## src/rtl/pbc_pkg.sv

```systemverilog
package pbc_pkg;
  localparam int WORD_BITS = 32;

  typedef enum logic [2:0] {
    RG_GATE  = 3'd0,
    RG_OUT   = 3'd1,
    RG_DIR   = 3'd2,
    RG_LEVEL = 3'd3,
    RG_MASK  = 3'd4,
    RG_PEND  = 3'd5,
    RG_RISE  = 3'd6,
    RG_NONE  = 3'd7
  } reg_sel_e;
endpackage

```

## src/rtl/pbc_sampler.sv

```systemverilog
module pbc_sampler #(
  parameter int W = 32
) (
  input  logic         clk,
  input  logic         rst,
  input  logic [W-1:0] din,
  output logic [W-1:0] lvl,
  output logic [W-1:0] rise,
  output logic [W-1:0] fall
);
  logic [W-1:0] s1, s2, prev;

  always_ff @(posedge clk) begin
    if (rst) begin
      s1   <= '0;
      s2   <= '0;
      prev <= '0;
    end else begin
      s1   <= din;
      s2   <= s1;
      prev <= s2;
    end
  end

  assign lvl  = s2;
  assign rise = s2 & ~prev;
  assign fall = ~s2 & prev;
endmodule

```

## src/rtl/pbc_bank.sv

```systemverilog
module pbc_bank
  import pbc_pkg::*;
#(
  parameter int VALID = 32
) (
  input  logic                 clk,
  input  logic                 rst,
  input  logic [7:0]           we,
  input  logic [WORD_BITS-1:0] wdata,
  input  logic [WORD_BITS-1:0] rise_in,
  input  logic [WORD_BITS-1:0] fall_in,
  output logic [WORD_BITS-1:0] gate,
  output logic [WORD_BITS-1:0] outv,
  output logic [WORD_BITS-1:0] dir,
  output logic [WORD_BITS-1:0] mask,
  output logic [WORD_BITS-1:0] rsel,
  output logic [WORD_BITS-1:0] pend
);
  localparam logic [WORD_BITS-1:0] VMASK =
    (VALID >= WORD_BITS) ? '1 : ((WORD_BITS'(1) << VALID) - WORD_BITS'(1));

  logic [WORD_BITS-1:0] hit, pend_nxt;

  always_comb begin
    hit      = gate & ~mask & ((rsel & rise_in) | (~rsel & fall_in)) & VMASK;
    pend_nxt = (we[RG_PEND] ? (pend & wdata) : pend) | hit;
  end

  always_ff @(posedge clk) begin
    if (rst) begin
      gate <= '0;
      outv <= '0;
      dir  <= '1;
      mask <= '1;
      rsel <= '0;
      pend <= '0;
    end else begin
      if (we[RG_GATE]) gate <= wdata;
      if (we[RG_OUT])  outv <= wdata;
      if (we[RG_DIR])  dir  <= wdata;
      if (we[RG_MASK]) mask <= wdata;
      if (we[RG_RISE]) rsel <= wdata;
      pend <= pend_nxt;
    end
  end
endmodule

```

## src/rtl/pin_bank_ctrl.sv

```systemverilog
module pin_bank_ctrl
  import pbc_pkg::*;
#(
  parameter  int NUM_PINS  = 40,
  localparam int NUM_WORDS = (NUM_PINS + WORD_BITS - 1) / WORD_BITS,
  localparam int WSEL_W    = (NUM_WORDS > 1) ? $clog2(NUM_WORDS) : 1,
  localparam int ADDR_W    = WSEL_W + 5
) (
  input  logic                 clk,
  input  logic                 rst,
  input  logic                 bus_wr,
  input  logic                 bus_rd,
  input  logic [ADDR_W-1:0]    bus_addr,
  input  logic [WORD_BITS-1:0] bus_wdata,
  output logic [WORD_BITS-1:0] bus_rdata,
  input  logic [NUM_PINS-1:0]  pin_in,
  output logic [NUM_PINS-1:0]  pin_out,
  output logic [NUM_PINS-1:0]  pin_oe,
  output logic                 irq
);
  localparam int FLAT = NUM_WORDS * WORD_BITS;

  logic [NUM_PINS-1:0] lvl, rise, fall;
  logic [FLAT-1:0] lvl_f, rise_f, fall_f;
  logic [FLAT-1:0] gate_f, out_f, dir_f, mask_f, rsel_f, pend_f;

  reg_sel_e          a_reg;
  logic [WSEL_W-1:0] a_word;

  assign a_reg  = reg_sel_e'(bus_addr[ADDR_W-1 -: 3]);
  assign a_word = bus_addr[2 +: WSEL_W];

  pbc_sampler #(.W(NUM_PINS)) u_samp (
    .clk(clk), .rst(rst), .din(pin_in),
    .lvl(lvl), .rise(rise), .fall(fall)
  );

  assign lvl_f  = FLAT'(lvl);
  assign rise_f = FLAT'(rise);
  assign fall_f = FLAT'(fall);

  for (genvar w = 0; w < NUM_WORDS; w++) begin : g_bank
    localparam int REM   = NUM_PINS - w * WORD_BITS;
    localparam int VALID = (REM >= WORD_BITS) ? WORD_BITS : REM;
    logic [7:0] we;
    assign we = (bus_wr && a_word == WSEL_W'(w)) ? (8'd1 << a_reg) : 8'd0;

    pbc_bank #(.VALID(VALID)) u_bank (
      .clk(clk), .rst(rst), .we(we), .wdata(bus_wdata),
      .rise_in(rise_f[w*WORD_BITS +: WORD_BITS]),
      .fall_in(fall_f[w*WORD_BITS +: WORD_BITS]),
      .gate(gate_f[w*WORD_BITS +: WORD_BITS]),
      .outv(out_f[w*WORD_BITS +: WORD_BITS]),
      .dir(dir_f[w*WORD_BITS +: WORD_BITS]),
      .mask(mask_f[w*WORD_BITS +: WORD_BITS]),
      .rsel(rsel_f[w*WORD_BITS +: WORD_BITS]),
      .pend(pend_f[w*WORD_BITS +: WORD_BITS])
    );
  end

  assign pin_out = out_f[NUM_PINS-1:0];
  assign pin_oe  = gate_f[NUM_PINS-1:0] & ~dir_f[NUM_PINS-1:0];

  logic [WORD_BITS-1:0] rd_word;
  always_comb begin
    rd_word = '0;
    if (int'(a_word) < NUM_WORDS) begin
      case (a_reg)
        RG_GATE:  rd_word = gate_f[int'(a_word)*WORD_BITS +: WORD_BITS];
        RG_OUT:   rd_word = out_f[int'(a_word)*WORD_BITS +: WORD_BITS];
        RG_DIR:   rd_word = dir_f[int'(a_word)*WORD_BITS +: WORD_BITS];
        RG_LEVEL: rd_word = lvl_f[int'(a_word)*WORD_BITS +: WORD_BITS];
        RG_MASK:  rd_word = mask_f[int'(a_word)*WORD_BITS +: WORD_BITS];
        RG_PEND:  rd_word = pend_f[int'(a_word)*WORD_BITS +: WORD_BITS];
        RG_RISE:  rd_word = rsel_f[int'(a_word)*WORD_BITS +: WORD_BITS];
        default:  rd_word = '0;
      endcase
    end
  end

  always_ff @(posedge clk) begin
    if (rst) begin
      bus_rdata <= '0;
      irq       <= 1'b0;
    end else begin
      if (bus_rd) bus_rdata <= rd_word;
      irq <= |pend_f;
    end
  end
endmodule

```

## config.mk

```make
export PLATFORM = sky130hd
export DESIGN_NAME = pin_bank_ctrl
export DESIGN_NICKNAME = d
export VERILOG_FILES = /design/src/rtl/pbc_pkg.sv /design/src/rtl/pbc_sampler.sv /design/src/rtl/pbc_bank.sv /design/src/rtl/pin_bank_ctrl.sv
export SDC_FILE = /design/constraint.sdc
export NUM_CORES = 1
export LEC_CHECK = 0
export BUFFER_PORTS_ARGS = -buffer_cell sky130_fd_sc_hd__buf_4
export CAP_MARGIN = 20
export CORE_MARGIN = 4
export CORE_UTILIZATION = 25
export DETAILED_ROUTE_END_ITERATION = 10
export PLACE_DENSITY = 0.44
export SYNTH_ARGS = -nofsm -noshare
export SYNTH_HDL_FRONTEND = slang
export SYNTH_SLANG_ARGS = --single-unit
```

## constraint.sdc

```tcl
create_clock -name clk -period 2.9 [get_ports clk]
set_input_delay 0.29 -clock clk [delete_from_list [all_inputs] [get_ports clk]]
set_output_delay 0.29 -clock clk [all_outputs]
set_load 0.02 [all_outputs]
```

==> impl_metrics.py, run 1 <==
metrics = {
    "finish": {
        "num-fill-cells": 9461,
        "final_core_util_pct": 31.5,
        "syn2layout_area_growth_pct": 24.7,
        "drive_above_1_share_pct": 16.0,
        "final_nets": 3052,
    },
    "route": {
        "wl_per_cell_um": 22.8,
        "drcViolationCount": 0,
        "antenna_left": 0,
        "vias_per_cell": 4.85,
        "vias": 20400,
        "dr.pass1.iters": 5,
        "drt_iter0_markers": 1684,
        "routed_wl_um": 95700,
    },
    "timing": {
        "finalHoldViolCount": 0,
        "worstMarginPinSlew_ns": 0.797,
        "timing.final.crit_share_pct": 78.7,
        "setup_viol": 0,
        "clock.fmax_mhz": 438,
        "maxSlewViolCount": 0,
        "skew_ns": 0.0111,
        "tns_ns": 0,
        "rsz0062_at_grt": "false",
        "period_needed_ns": 2.28,
        "maxSlewHeadroom_pct": 46.8,
    },
    "placement": {
        "place_congestion": 0.794,
        "place_hpwl_um": 63300,
        "numPortBuffers": 192,
    },
    "global_route": {
        "grt_max_degree": 99,
        "grt_pass1_vias": 19800,
        "grt_use_total_pct": 19.4,
        "antenna_found_initial": 4,
        "overflow": 0,
        "grt_pass1_wl_um": 139000,
    },
    "clock_tree": {
        "numCtsBuffers": 60,
        "cts_tree": "built",
        "ctsResizeCount": 0,
        "cts_sinks": 537,
        "clk_latency_ns": 0.63,
        "clock_path_buffers": 3,
        "cts_max_level": 2,
        "cts-root-buf": "clkbuf_16",
        "clk_pin_slew_worst_paths_ns": 0.06,
    },
    "die": {
        "rows": 110,
        "die-area_um2": 96400,
        "core_um2": 90400,
        "die-height_um": 310,
        "start_util_pct": 25.3,
        "io_pins": 195,
        "die_x_um": 310,
    },
    "logic_synthesis": {
        "synth_common_cells": "770 x nand2_1, 537 x dfxtp_1, 268 x a21oi_1",
        "synth.top_cell.area_share_pct": 47.0,
        "yosysMostFrequentCell": "nand2_1",
        "synthArstFlopShare_pct": 0,
        "yosysUniqueCellTypes": 65,
        "post_synth.cell_area_avg_um2": 8.27,
        "netlist_area_um2": 22900,
        "postSynthCellCount": 2765,
        "ys_ff_latch": 537,
        "synth_edf_count": 0,
        "yosysTopAreaCell": "dfxtp_1",
        "synth.area.top_cells": "dfxtp_1 47%, nand2_1 13%, a21oi_1 5.9%, nand3b_1 5.5%, nor2b_1 4.6%",
        "synth_nets": 2847,
        "yosysWarnings": 0,
        "synth_ff_type": "dfxtp_1",
        "synth_seq_area_share_pct": 47.0,
    },
    "worst_setup_path": {
        "required_ns": 3.47,
        "startpoint": "bus_addr[4]",
        "crit_fanout": 31,
        "reg2regPathDepth": 5,
        "path_buf_inv": 5,
        "r2r_start": "g_bank[0].u_bank.pend[7]",
        "crit_family": "buffers and inverters",
        "critPathCaptureType": "register",
        "path_cells": "buf_4 > buf_4 > nor3b_4 > buf_4 > nand3_1 > buf_4 > nand2_1 > a21oi_1 > dlygate4sd3_1",
        "endpoint": "g_bank[1].u_bank.outv[14]",
        "critical_path_class": "in -> reg",
        "cp-start-kind": "input pin",
        "r2r-end": "irq",
        "crit_slowest_cell": "dlygate4sd3_1",
        "crit_arrival_ns": 2.85,
        "crit_top_cell": "buf_4",
        "worstSetupPathDepth": 9,
        "r2r_slack_ns": 0.94,
        "slowest_delay_ns": 0.55,
    },
    "power_and_ir_drop": {
        "pwr-share-clk_pct": 46.6,
        "vdd_drop_max_mv": 0.423,
        "comb_power_share_pct": 8.9,
        "power_frac_seq_pct": 44.6,
        "p_leak_nw": 10.8,
        "p_sw_mw": 4.34,
        "power_mw": 17.2,
        "intPower_mw": 12.9,
        "p_per_area_nw_per_um2": 604,
        "swShare_pct": 25.2,
    },
    "outcome": {
        "status": "completed",
    },
    "job": {
        "cap_violations": 0,
    },
    "hold_path": {
        "holdPathStages": 4,
        "hold_class": "in -> reg",
    },
}
-- per-stage QoR --
stage,hold WS (ns),worst slack (ns),cell area (µm²),std cells
4_1_cts,0.0672,0.738,28500,4198
2_1_floorplan,0.414,1.26,22900,2765
3_5_place_dp,0.421,0.472,25700,4010
5_1_grt,0.0975,0.620,28500,4198
6_report,0.0952,0.618,28500,4200
3_3_place_gp,0.416,0.509,25700,4010
-- layout by cell type (no fill, tap or decap), types with 10 or more instances in the layout --
cell type / count
a31oi_1: 10
o221ai_1: 17
clkbuf_8: 14
nor2_1: 99
clkinv_2: 18
nor4_1: 17
buf_4: 287
a221oi_1: 36
mux2i_1: 75
nand3_1: 14
a22oi_1: 40
buf_12: 13
clkbuf_16: 61
mux2_2: 46
nand3b_1: 168
nand2_1: 769
nor2b_1: 164
dfxtp_1: 537
clkbuf_1: 12
nor3b_1: 24
o21ai_0: 121
o22ai_1: 15
a21oi_1: 268
dlygate4sd3_1: 74
a221o_1: 12
-- state kept, by name, indices dropped and copies added, names as in the netlist --
signal              count
g_bank.u_bank.rsel     64
u_samp.lvl             40
g_bank.u_bank.dir      64
g_bank.u_bank.gate     64
bus_rdata              32
u_samp.s1              40
u_samp.prev            40
irq                     1
g_bank.u_bank.pend     64
g_bank.u_bank.outv     64
g_bank.u_bank.mask     64
-- logic make-up (layout without fill, tap and decap cells) --
logic type      after synthesis  in the layout  share of synthesized area [%]
other cells                   0              2                              0
buf+inv                     237            494                           5.03
simple gates               1293           1293                           27.0
compound gates              574            574                           15.3
flops                       537            537                           47.0
mux                         124            124                           5.71
-- final cells by class --
cell class,instances,area (µm²),share of cell area [%]
antenna,2,5.00,0.0176
clock buffer,87,1760,6.19
tap,1176,1470,5.16
timing repair buffer,375,3170,11.1
clock inverter,27,295,1.04
sequential,537,10800,37.7
multi-input combinational,1991,11000,38.7
inverter,5,18.8,0.0658
-- tightest hold or removal path: stages --
cell	delay, ns
buf_4	0.14
nor2b_1	0.08
nor2_1	0.10
a211oi_1	0.05
-- worst min-delay path by stage --
stage,startpoint,slack (ns),end
2_1_floorplan,u_samp.s1[0],0.41,u_samp.lvl[0]
3_3_place_gp,u_samp.s1[22],0.42,u_samp.lvl[22]
3_5_place_dp,u_samp.s1[11],0.42,u_samp.lvl[11]
4_1_cts,bus_rd,0.07,bus_rdata[17]
5_1_grt,bus_rd,0.1,bus_rdata[17]
6_report,bus_rd,0.1,bus_rdata[17]
-- power groups by stage --
stage	Clock (mW)	Sequential [mW]	Combinational, mW
after detailed placement	0	7.83	1.44
after global routing	8.48	7.69	1.63
after CTS	8.19	7.67	1.52
final	8.02	7.67	1.52
after global placement	0	7.84	1.44
after floorplan	0	7.82	0.796
-- routing by layer --
| layer | track usage [%] | vias to the layer above | share of wire (%) |
|---|---|---|---|
| li1 | - | 9818 | - |
| met2 | 30.9 | 527 | 45 |
| met1 | 26.7 | 9882 | 47 |
| met5 | 0 | - | 0.013 |
| met4 | 6.08 | 2 | 3.3 |
| met3 | 3.27 | 137 | 5.5 |
-- repair_timing --
action | in CTS | in global routing
hold buffers | 74 | 0
endpoints found under the hold margin | 334 | 0
buffers inserted | 0 | 0
Power figures use the tool's default switching activity.
==> inputs of run 2 (changes only) <==
--- a/config.mk
+++ b/config.mk
@@ -10,7 +10,7 @@
 export CORE_MARGIN = 4
 export CORE_UTILIZATION = 25
 export DETAILED_ROUTE_END_ITERATION = 10
-export PLACE_DENSITY = 0.44
+export PLACE_DENSITY = 0.45
 export SYNTH_ARGS = -nofsm -noshare
 export SYNTH_HDL_FRONTEND = slang
 export SYNTH_SLANG_ARGS = --single-unit
==> constraint.sdc (replaced) <==
create_clock -name clk -period 2 [get_ports clk]
set_input_delay 0.2 -clock clk [delete_from_list [all_inputs] [get_ports clk]]
set_output_delay 0.2 -clock clk [all_outputs]
set_load 0.02 [all_outputs]
==> impl_metrics.py, run 2 (synthesized netlist as in run 1, its figures left out) <==
metrics = {
    "die": {
        "rows": 110,
        "die_x_um": 310,
        "start_util_pct": 25.3,
        "io_pins": 195,
        "core_um2": 90400,
        "die-area_um2": 96400,
        "die-height_um": 310,
    },
    "worst_setup_path": {
        "crit_fanout": 20,
        "r2r_slack_ns": 0.19,
        "critPathCaptureType": "register",
        "reg2regPathDepth": 5,
        "critical_path_class": "in -> reg",
        "required_ns": 2.54,
        "crit_arrival_ns": 2.46,
        "r2r-end": "irq",
        "cp-start-kind": "input pin",
        "r2r_start": "g_bank[1].u_bank.pend[23]",
    },
    "clock_tree": {
        "cts_max_level": 3,
        "cts_sinks": 537,
        "postCtsSetupRepairBufs": 0,
        "cts_tree": "built",
        "hold_buffers": 74,
        "clk_pin_slew_worst_paths_ns": 0.05,
        "cts-root-buf": "clkbuf_16",
        "numCtsBuffers": 67,
        "ctsResizeCount": 0,
        "clk_latency_ns": 0.60,
        "clock_path_buffers": 3,
    },
    "power_and_ir_drop": {
        "p_leak_nw": 11.2,
        "p_per_area_nw_per_um2": 877,
        "power_mw": 25.7,
        "vdd_drop_max_mv": 0.551,
    },
    "placement": {
        "placed_area_um2": 26400,
        "place_congestion": 0.824,
        "numPortBuffers": 192,
        "place_hpwl_um": 63000,
    },
    "finish": {
        "final_nets": 3097,
        "layout_common_cells": "769 x nand2_1, 537 x dfxtp_1, 293 x buf_4",
        "antennaDiodeCount": 0,
        "stdcell_area_um2": 29300,
        "final_common_cell": "nand2_1",
        "syn2layout_area_growth_pct": 28.3,
        "num-fill-cells": 9432,
        "drive_above_1_share_pct": 17.0,
    },
    "route": {
        "dr.pass1.iters": 5,
        "vias_per_cell": 4.84,
        "drcViolationCount": 0,
        "routed_wl_um": 95600,
        "vias": 20500,
        "antenna_left": 0,
        "wl_per_cell_um": 22.6,
        "drt_iter0_markers": 1633,
    },
    "timing": {
        "finalHoldViolCount": 0,
        "setup_viol": 0,
        "period_needed_ns": 1.93,
        "maxSlewHeadroom_pct": 50.4,
        "timing.final.crit_share_pct": 96.3,
        "skew_ns": 0.0222,
        "rsz0062_at_grt": "false",
        "worstMarginPinSlew_ns": 0.745,
        "maxSlewViolCount": 0,
        "clock.fmax_mhz": 519,
    },
    "job": {
        "cap_violations": 0,
    },
    "global_route": {
        "antenna_found_initial": 2,
        "grt_max_degree": 142,
        "overflow": 0,
        "grt_use_total_pct": 19.4,
        "grt_pass1_wl_um": 139000,
        "grt_pass1_vias": 20000,
    },
    "hold_path": {
        "min_delay_worst_endpoint": "bus_rdata[17]",
        "holdPathStages": 4,
        "hp-start": "bus_rd",
        "hold_class": "in -> reg",
    },
    "outcome": {
        "status": "completed",
    },
}
==> run 2: worst max-delay path by stage <==
stage / from / depth (start not counted) / slack (ns) / endpoint
after floorplan: bus_addr[4] / 6 / 0.45 / bus_rdata[19]
after CTS: bus_addr[3] / 9 / 0.15 / g_bank[1].u_bank.outv[22]
after detailed placement: bus_addr[3] / 8 / -0.18 / bus_rdata[4]
after global placement: bus_addr[3] / 8 / -0.19 / bus_rdata[4]
after global routing: bus_addr[3] / 9 / 0.005 / g_bank[1].u_bank.outv[22]
final: bus_addr[3] / 9 / 0.07 / g_bank[1].u_bank.outv[22]
==> run 2: cell type report <==
| type | count | area [µm²] | share of cell area [%] |
|---|---|---|---|
| flip-flops and latches | 537 | 10800 | 36.7 |
| clock buffers | 102 | 2060 | 7.03 |
| inverters | 5 | 18.8 | 0.0640 |
| repair buffers | 413 | 3860 | 13.1 |
| well taps | 1176 | 1470 | 5.02 |
| multi-input cells | 1991 | 11000 | 37.6 |
| clock inverters | 12 | 139 | 0.474 |
==> run 2: worst max-delay path, cell delays in order <==
cell           delay, ns
buf_4               0.36
nor2b_4             0.26
buf_4               0.26
nand2_1             0.15
nor2_2              0.15
buf_4               0.29
nand2_1             0.08
a21oi_1             0.12
dlygate4sd3_1       0.55
==> run 2: where the power goes <==
part           leakage (nW)  total (mW)  switching, mW  internal [mW]
sequential             4.36        11.1          0.187           10.9
combinational          5.75        2.30           1.36          0.937
clock                  1.09        12.3           4.82           7.46
total                  11.2        25.7           6.37           19.3
==> run 2: per-layer routing <==
layer	global-route usage, %	up-vias	part of all wire (%)
li1	-	9890	-
met1	26.9	9859	46
met2	30.9	612	45
met3	3.03	141	6.3
met4	6.59	2	3.0
met5	0	-	0.014
==> run 2: per-stage QoR <==
step / utilization, % / worst slack (ns) / hold slack (ns) / instances / setup TNS, ns
finish: 32.4 / 0.0735 / 0.0481 / 4236 / 0
global route: 32.4 / 0.00483 / 0.0695 / 4236 / 0
CTS: 32.4 / 0.149 / 0.00628 / 4236 / 0
detailed placement: 29.2 / -0.178 / 0.416 / 4048 / -0.178
global placement: 29.2 / -0.193 / 0.414 / 4048 / -0.193
floorplan: - / 0.450 / 0.328 / 2765 / 0
==> inputs of run 3 (changes only) <==
--- a/config.mk
+++ b/config.mk
@@ -11,6 +11,8 @@
 export CORE_UTILIZATION = 25
 export DETAILED_ROUTE_END_ITERATION = 10
 export PLACE_DENSITY = 0.45
+export SLEW_MARGIN = 20
 export SYNTH_ARGS = -nofsm -noshare
 export SYNTH_HDL_FRONTEND = slang
+export SYNTH_HIERARCHICAL = 1
 export SYNTH_SLANG_ARGS = --single-unit
==> impl_metrics.py, run 3 <==
metrics = {
    "outcome": {
        "status": "completed",
    },
    "timing": {
        "timing.final.crit_share_pct": 90.8,
        "skew_ns": 0.0234,
        "worstMarginPinSlew_ns": 0.601,
        "finalHoldViolCount": 0,
        "maxSlewHeadroom_pct": 59.9,
        "setup_viol": 0,
        "maxSlewViolCount": 0,
        "fin_ws_ns": 0.185,
        "holdWs_ns": 0.156,
        "rsz0062_at_grt": "false",
        "period_needed_ns": 1.82,
        "tns_ns": 0,
        "clock.fmax_mhz": 551,
    },
    "finish": {
        "final_core_util_pct": 32.0,
        "stdcell_area_um2": 30400,
        "layout_common_cells": "537 x dfxtp_1, 438 x nor2b_1, 300 x buf_4",
        "regArea_um2": 10800,
        "final_common_cell": "dfxtp_1",
        "syn2layout_area_growth_pct": 27.2,
        "multi_input_area_um2": 11900,
        "drive_above_1_share_pct": 18.8,
        "num-fill-cells": 9749,
        "final_nets": 2780,
        "stdcell_count": 4013,
    },
    "worst_setup_path": {
        "critical_path_class": "reg -> reg",
        "critPathCaptureType": "register",
        "r2r_start": "g_bank[0].u_bank/pend[1]",
        "reg2regPathDepth": 7,
        "r2r_slack_ns": 0.18,
        "path_buf_inv": 3,
        "cp-start-kind": "register",
        "slowest_delay_ns": 0.39,
        "crit_family": "simple AND/OR/NAND/NOR gates",
        "endpoint": "irq",
        "crit_arrival_ns": 2.29,
        "r2r-end": "irq",
        "required_ns": 2.48,
        "crit_slowest_cell": "dfxtp_1",
        "crit_fanout": 3,
        "worstSetupPathDepth": 7,
        "path_cells": "nor4_1 > buf_4 > nand4_1 > buf_4 > nor4_1 > buf_4 > nor2_1",
        "crit_top_cell": "buf_4",
        "startpoint": "g_bank[0].u_bank/pend[1]",
    },
    "clock_tree": {
        "cts_tree": "built",
        "clk_latency_ns": 0.60,
        "cts-root-buf": "clkbuf_16",
        "cts_sinks": 537,
        "clk_pin_slew_worst_paths_ns": 0.06,
        "clock_path_buffers": 3,
        "postCtsSetupRepairBufs": 0,
        "ctsResizeCount": 0,
        "numCtsBuffers": 66,
        "cts_max_level": 3,
    },
    "die": {
        "die-area_um2": 101000,
        "rows": 113,
        "die_x_um": 317,
        "start_util_pct": 25.2,
        "die-height_um": 317,
        "core_um2": 94900,
        "io_pins": 195,
    },
    "placement": {
        "place_congestion": 0.802,
        "place_ws_ns": 0.0286,
        "placed_area_um2": 27500,
        "placedCellCount": 3822,
        "place_hpwl_um": 60600,
        "numPortBuffers": 192,
    },
    "power_and_ir_drop": {
        "power_mw": 25.3,
        "p_leak_nw": 11.0,
        "p_per_area_nw_per_um2": 831,
        "vdd_drop_max_mv": 0.436,
    },
    "route": {
        "routed_wl_um": 89500,
        "vias": 19400,
        "drcViolationCount": 0,
        "vias_per_cell": 4.84,
        "antenna_left": 0,
        "drt_iter0_markers": 1464,
        "dr.pass1.iters": 5,
        "wl_per_cell_um": 22.3,
    },
    "logic_synthesis": {
        "yosysWarnings": 6,
        "netlist_area_um2": 23900,
        "post_synth.cell_area_avg_um2": 9.92,
        "postSynthCellCount": 2409,
        "synth_nets": 2491,
    },
    "global_route": {
        "grt_pass1_vias": 19300,
        "grt_use_total_pct": 17.4,
        "antenna_found_initial": 2,
        "overflow": 0,
        "grt_max_degree": 101,
        "grt_pass1_wl_um": 131000,
    },
    "hold_path": {
        "hold_class": "in -> reg",
    },
    "job": {
        "cap_violations": 0,
    },
}
## run 3: cell types whose count changed in the layout (fill, tap and decap cells not counted), sizes merged, moves of 54 or more
cell / delta
nand3b: -156
o32ai: +54
nor2: +104
nor2b: +271
o21ai: -77
nand2: -731
mux2i: +221
a211o: +131
a21oi: -225
## run 3: tightest hold or removal path, delay by kind of cell
family          cells  cell delay, ns
buf+inv             2            0.31
compound gates      1            0.06
simple gates        2            0.13
## run 3: layer usage
layer / global-route usage, % / share of wire, %
met5: 0 / 0
met4: 5.60 / 2.7
met3: 2.64 / 5.2
met2: 28.4 / 47
met1: 23.7 / 46
## run 3: power by group
part / internal, mW / total, mW / switching, mW
logic: 0.999 / 2.34 / 1.34
clock network: 6.93 / 11.8 / 4.85
registers: 10.9 / 11.1 / 0.188
total: 18.9 / 25.3 / 6.38
## run 3: how the worst min path moves through the flow
stage,startpoint,endpoint,slack (ns),depth (start not counted)
final,bus_rd,bus_rdata[14],0.16,5
after global routing,bus_rd,bus_rdata[14],0.14,5
after CTS,bus_rd,bus_rdata[14],0.12,5
after detailed placement,pin_in[7],u_samp/s1[7],0.42,2
after global placement,pin_in[7],u_samp/s1[7],0.41,2
after floorplan,bus_wdata[31],g_bank[1].u_bank/dir[31],0.32,1
## run 3: timing repair
action / CTS / global route
hold endpoints to repair: 425 / 0
setup endpoints to repair: 0 / 0
hold buffers: 73 / 0
## run 3: cell type report
type                    count  share of cell area [%]
repair buffers            417                    12.7
clock inverters            16                   0.510
inverters                  54                   0.667
well taps                1265                    5.21
multi-input cells        1622                    39.1
diodes                      1                 0.00823
flip-flops and latches    537                    35.4
clock buffers             101                    6.47
